**config.mk**
```make
export PLATFORM = sky130hd
export DESIGN_NAME = irq_collector
export DESIGN_NICKNAME = d
export VERILOG_FILES = /design/src/rtl/irq_collector.sv
export SDC_FILE = /design/constraint.sdc
export NUM_CORES = 1
export LEC_CHECK = 0
export ABC_AREA = 1
export BUFFER_PORTS_ARGS = -buffer_cell sky130_fd_sc_hd__buf_2
export CAP_MARGIN = 40
export CORE_MARGIN = 1
export CORE_UTILIZATION = 35
export CTS_BUF_LIST = sky130_fd_sc_hd__clkbuf_4
export CTS_CLUSTER_DIAMETER = 60
export DETAILED_ROUTE_END_ITERATION = 10
export PLACE_DENSITY_LB_ADDON = 0.05
export SKIP_CTS_REPAIR_TIMING = 1
export SLEW_MARGIN = 40
export SYNTH_ARGS = -nofsm -noshare
export SYNTH_HDL_FRONTEND = slang
export SYNTH_SLANG_ARGS = --single-unit
```
**constraint.sdc**
```tcl
create_clock -name clk -period 1.3 [get_ports clk]
set_input_delay 0.13 -clock clk [delete_from_list [all_inputs] [get_ports clk]]
set_output_delay 0.13 -clock clk [all_outputs]
set_load 0.03 [all_outputs]
```
**src/rtl/irq_collector.sv**
```systemverilog
module irq_collector #(
  parameter int NSRC = 8
) (
  input  logic            clk,
  input  logic            rst_n,
  input  logic [NSRC-1:0] evt_i,
  input  logic            mask_we,
  input  logic [NSRC-1:0] mask_wdata,
  input  logic            pol_we,
  input  logic            pol_wdata,
  input  logic            rd_en,
  output logic [NSRC-1:0] rd_data,
  output logic            irq_o
);

  logic [NSRC-1:0] status_q;
  logic [NSRC-1:0] mask_q;
  logic            pol_q;
  logic            irq_q;
  logic            pending;

  assign pending = |(status_q & ~mask_q);
  assign rd_data = status_q;
  assign irq_o   = irq_q;

  always_ff @(posedge clk or negedge rst_n) begin
    if (!rst_n) begin
      status_q <= '0;
      mask_q   <= '1;
      pol_q    <= 1'b0;
      irq_q    <= 1'b1;
    end else begin
      status_q <= (rd_en ? '0 : status_q) | evt_i;
      if (mask_we) mask_q <= mask_wdata;
      if (pol_we)  pol_q  <= pol_wdata;
      irq_q    <= pol_q ? pending : ~pending;
    end
  end

  AST_FLAG_STICKY: assert property (@(posedge clk) disable iff (!rst_n)
    !rd_en |=> ((status_q & $past(status_q)) == $past(status_q)));

  AST_EVT_CAPTURED: assert property (@(posedge clk) disable iff (!rst_n)
    1'b1 |=> ((status_q & $past(evt_i)) == $past(evt_i)));

  AST_READ_CLEARS: assert property (@(posedge clk) disable iff (!rst_n)
    rd_en |=> (status_q == $past(evt_i)));

  AST_IRQ_ACTIVE: assert property (@(posedge clk) disable iff (!rst_n)
    pending |=> (irq_o == $past(pol_q)));

  AST_IRQ_IDLE: assert property (@(posedge clk) disable iff (!rst_n)
    !pending |=> (irq_o != $past(pol_q)));

  AST_MASK_LOAD: assert property (@(posedge clk) disable iff (!rst_n)
    mask_we |=> (mask_q == $past(mask_wdata)));

endmodule

```
# [Word level (Yosys, flattened, before mapping)]
# Cells that the tools add are included.
[totals] input_bits=22 regBits=18 word_cells=11 output_inout_bits=9
[classes] bitwise_logic=4 n_reduce_logical=1 mux=2
[ops] op="AND 8 bit" n=1
[ops] op="2-to-1 mux 8 bit" n=1
[ops] op="inverter 8 bit" n=1
[ops] op="bitwise OR 8 bit" n=1
[ops] op="OR reduction 8 bit" n=1
[ops] op="2-to-1 mux 1 bit" n=1
[ops] op="inverter 1 bit" n=1

# [Longest topological paths before layout]
[depth] depth_word=5 mapped_depth=7 mapped_depth_nobuf=7

# [Least setup slack after synthesis]
# Ideal clock, no wire load.
[synth_path] path_kind="reg2reg" startpoint="register status_q[1] (netlist: rd_data[1])" endpoint="register irq_q (netlist: irq_o)" required_ns=1.224 period_less_slack_ns=0.962 arrival_ns=0.887 stages_incl_launch_ff=7 n_path_buf=0 setup_ns=0.076 setup_slack_ns=0.338 path_cell_list="dfrtp_1 nand2_1 nand2_1 nor2_2 nand2_1 nand2_1 nand2_1"
[synth_between] elab_chain_cells=4
[synth_rtl] item="from (decl)" line="16" text="logic [NSRC-1:0] status_q;"
[synth_rtl] item="from (signal assigned)" line="33" text="status_q <= (rd_en ? '0 : status_q) | evt_i;"
[synth_rtl] item="AND 8 bit *" line="22" text="assign pending = |(status_q & ~mask_q);"
[synth_rtl] item="OR reduction 8 bit *" line="22"
[synth_rtl] item="inverter 1 bit" line="36" text="irq_q <= pol_q ? pending : ~pending;"
[synth_rtl] item="2-to-1 mux 1 bit *" line="36"
[synth_rtl] item="to (signal assigned)" line="36"
[synth_rtl] item="to (decl)" line="19" text="logic irq_q;"
# Mark *: on every way between the ends. The rest lies on a longest branch, timed or not.
# A chain may end at the register's enable or synchronous reset.

# [Worst setup path after layout]
[layout_path] startpoint="register irq_q (netlist: irq_o)" endpoint="output irq_o"
[layout_lines] item="to (decl)" line="13" text="output logic irq_o"
# No word-level cell between the ends.

==> run summary <==
Status - finished clean
CTS max path bufs - 2
Sequential power share - 0.563
Adder-cell area share of the yosys netlist - 0
Clk pwr share - 0.268
Vias per std cell - 4.33
Period utilization - 0.868
Final hold vios - 0
FF+latch area - 462 um^2
Synthesized cell area - 754 um^2
Cell variety after synth - 11
Main combinational cell family by area after synthesis - simple AND/OR/NAND/NOR gates
Synth Area in Compound Gates - 0.139
Final wirelength - 1380 um
CTS Buf Count - 3
RSZ-0062 raised after global routing - no
Pint - 835 uW
Inst Count DP - 136
Final min period - 1.13 ns
Fraction of layout cells with a size suffix above 1 - 0.395
Worst vdd ir - 470 uV
Hpwl dp - 1070 um
Worst path top cell family by delay - flip-flops
Power per Cell Area - 1190 mW/mm^2
Number of remaining DRC errors - 0
Clock root buffer - clkbuf_4
Vias in the first global route - 546
Post-synthesis simple-gate area fraction - 0.143
Post-Synth XOR/XNOR Area - 0
Combinational Power Share - 0.169
GR met3 Demand/Resource - 0.0377
Slew @ Worst Pin - 0.392 ns
Initial antenna violation count - 0
Number of H-tree levels - 1
Hold Path Class - primary input to flip-flop
RD Place Congestion - 0.758
Leading area contributor after synthesis - dfstp_2
Final Non-Filler Cells - 141
Rel. slew slack - 0.739
NumNets Final - 137
Net Count, Synth - 103
YS warnings - 0
Ranking of synthesized cells by area - dfstp_2, dfrtp_1, nand2_1
Crit-path max FO - 1
Largest net degree at the start of global routing - 19
CP startpoint kind - flip-flop
Sw frac - 0.269
CTS sink count - 18
Setup_tns - 0 ns
Leakage - 0.000533 uW
Via count - 610
First-pass GRT wire length - 2260 um
Grt met1 use - 0.154
Slowest stage cell, crit path - dfstp_2
Clock skew - 0.00391 ns
GRT Overall Usage - 0.132
Grt ovf - 0
Max-cap violation count - 0
Number of inserted diodes - 0
Buf/Inv on CP - 1
CP Data Required Time - 1.17 ns
CP Capture Type - output port
Fmax - 886 MHz
Cells along the critical path - buf_2
Syn avg cell area - 9.31 um^2
Leading cell type in the layout, fill and taps excluded - buf_2
Busiest layer in global routing - met2
Fillers - 218
Port Buf Inserts - 30
Critical Setup Path Class - flip-flop to output port
CTS tree - yes
Post-DRT Antenna Nets - 0
Post-synthesis register bit count - 18
Top cell type's share of synthesized area - 0.313
Core area - 0.00200 mm^2
Die width - 48.4 um
Multiplexer area fraction after synthesis - 0
IO Pins - 31
Die area - 0.00235 mm^2
Pins over their slew limit - 0
Cell area after layout - 962 um^2
Post-DP Area - 922 um^2
Psw - 307 uW
CTS clk-pin slew, worst paths - 0.10 ns
Area of the multi-input gates - 213 um^2
P&R area growth vs syn - 27.5%
Die height - 48.4 um
Starting Density - 0.377
CP arrival - 1.00 ns
Synth Instances - 81
Clk Latency, worst-skew pair - 0.29 ns
Most frequent cells in the layout - buf_2, nand2_1, inv_1, dfstp_2, dfrtp_1
Max incr delay on CP - 0.52 ns
GR Util met2 - 0.211
Final Setup Violations - 0
First drt pass iteration count - 4
Initial drt markers - 2
Post-synthesis sequential area ratio - 0.612
DR WL/cell - 9.80 um
# rows - 16
==> Yosys cell counts (all sizes together) <==
cell	instances
buf	2
dfrtp	9
dfstp	9
inv	17
nand2	24
nand3	1
nor2	2
o21ai	9
o21bai	8
==> kinds of logic after synthesis <==
family                 count (synthesis)
AND/OR/NAND/NOR                       27
buffers and inverters                 19
flip-flops                            18
AO/OA/AOI/OAI                         17
==> routing by layer <==
layer | share of wire | wire (um)
met4 | 0.020 | 28
met5 | 0 | 0
met1 | 0.45 | 619
met3 | 0.051 | 71
met2 | 0.48 | 663
==> sequential cells by signal, indices dropped and copies added (netlist names) <==
register	cells
rd_data	8
mask_q	8
irq_o	1
pol_q	1
==> metrics by stage <==
step | hold slack, ns | total power (uW) | setup WS (ns) | utilization
after floorplan | -0.166 | 772 | 0.338 | -
after global placement | 0.0809 | 845 | 0.307 | 0.461
after detailed placement | 0.0811 | 850 | 0.294 | 0.461
after CTS | -0.252 | 1170 | 0.149 | 0.476
after global routing | 0.0127 | 1210 | 0.134 | 0.481
final | 0.0262 | 1140 | 0.172 | 0.481
==> power by group through the flow <==
stage	clock network (uW)	logic, uW	registers (uW)
2_1_floorplan	0	78.9	693
3_5_place_dp	0	195	655
4_1_cts	329	196	645
6_report	306	193	644
3_3_place_gp	0	191	654
5_1_grt	345	217	649
==> final cells by class <==
type	count	area share
sequential	18	0.480
multi-input combinational	44	0.221
timing repair buffer	31	0.166
inverter	17	0.0663
tap	27	0.0351
clock buffer	4	0.0312
==> final timing paths <==
kind / from / to / slack [ns] / cells after the start
setup / recovery: irq_o$_DFF_PN1_ / irq_o / 0.17 / 1
hold / removal: evt_i[3] / rd_data[3]$_DFF_PN0_ / 0.03 / 2
setup reg to reg: mask_q[0]$_DFFE_PN1P_ / irq_o$_DFF_PN1_ / 0.29 / 7
hold reg to reg: mask_q[3]$_DFFE_PN1P_ / mask_q[3]$_DFFE_PN1P_ / 0.49 / 2
max in group asynchronous: rst_n / mask_q[1]$_DFFE_PN1P_ / 0.70 / 2
min in group asynchronous: rst_n / pol_q$_DFFE_PN0P_ / 0.28 / 2
No activity file was read; power rests on OpenSTA's default activity.
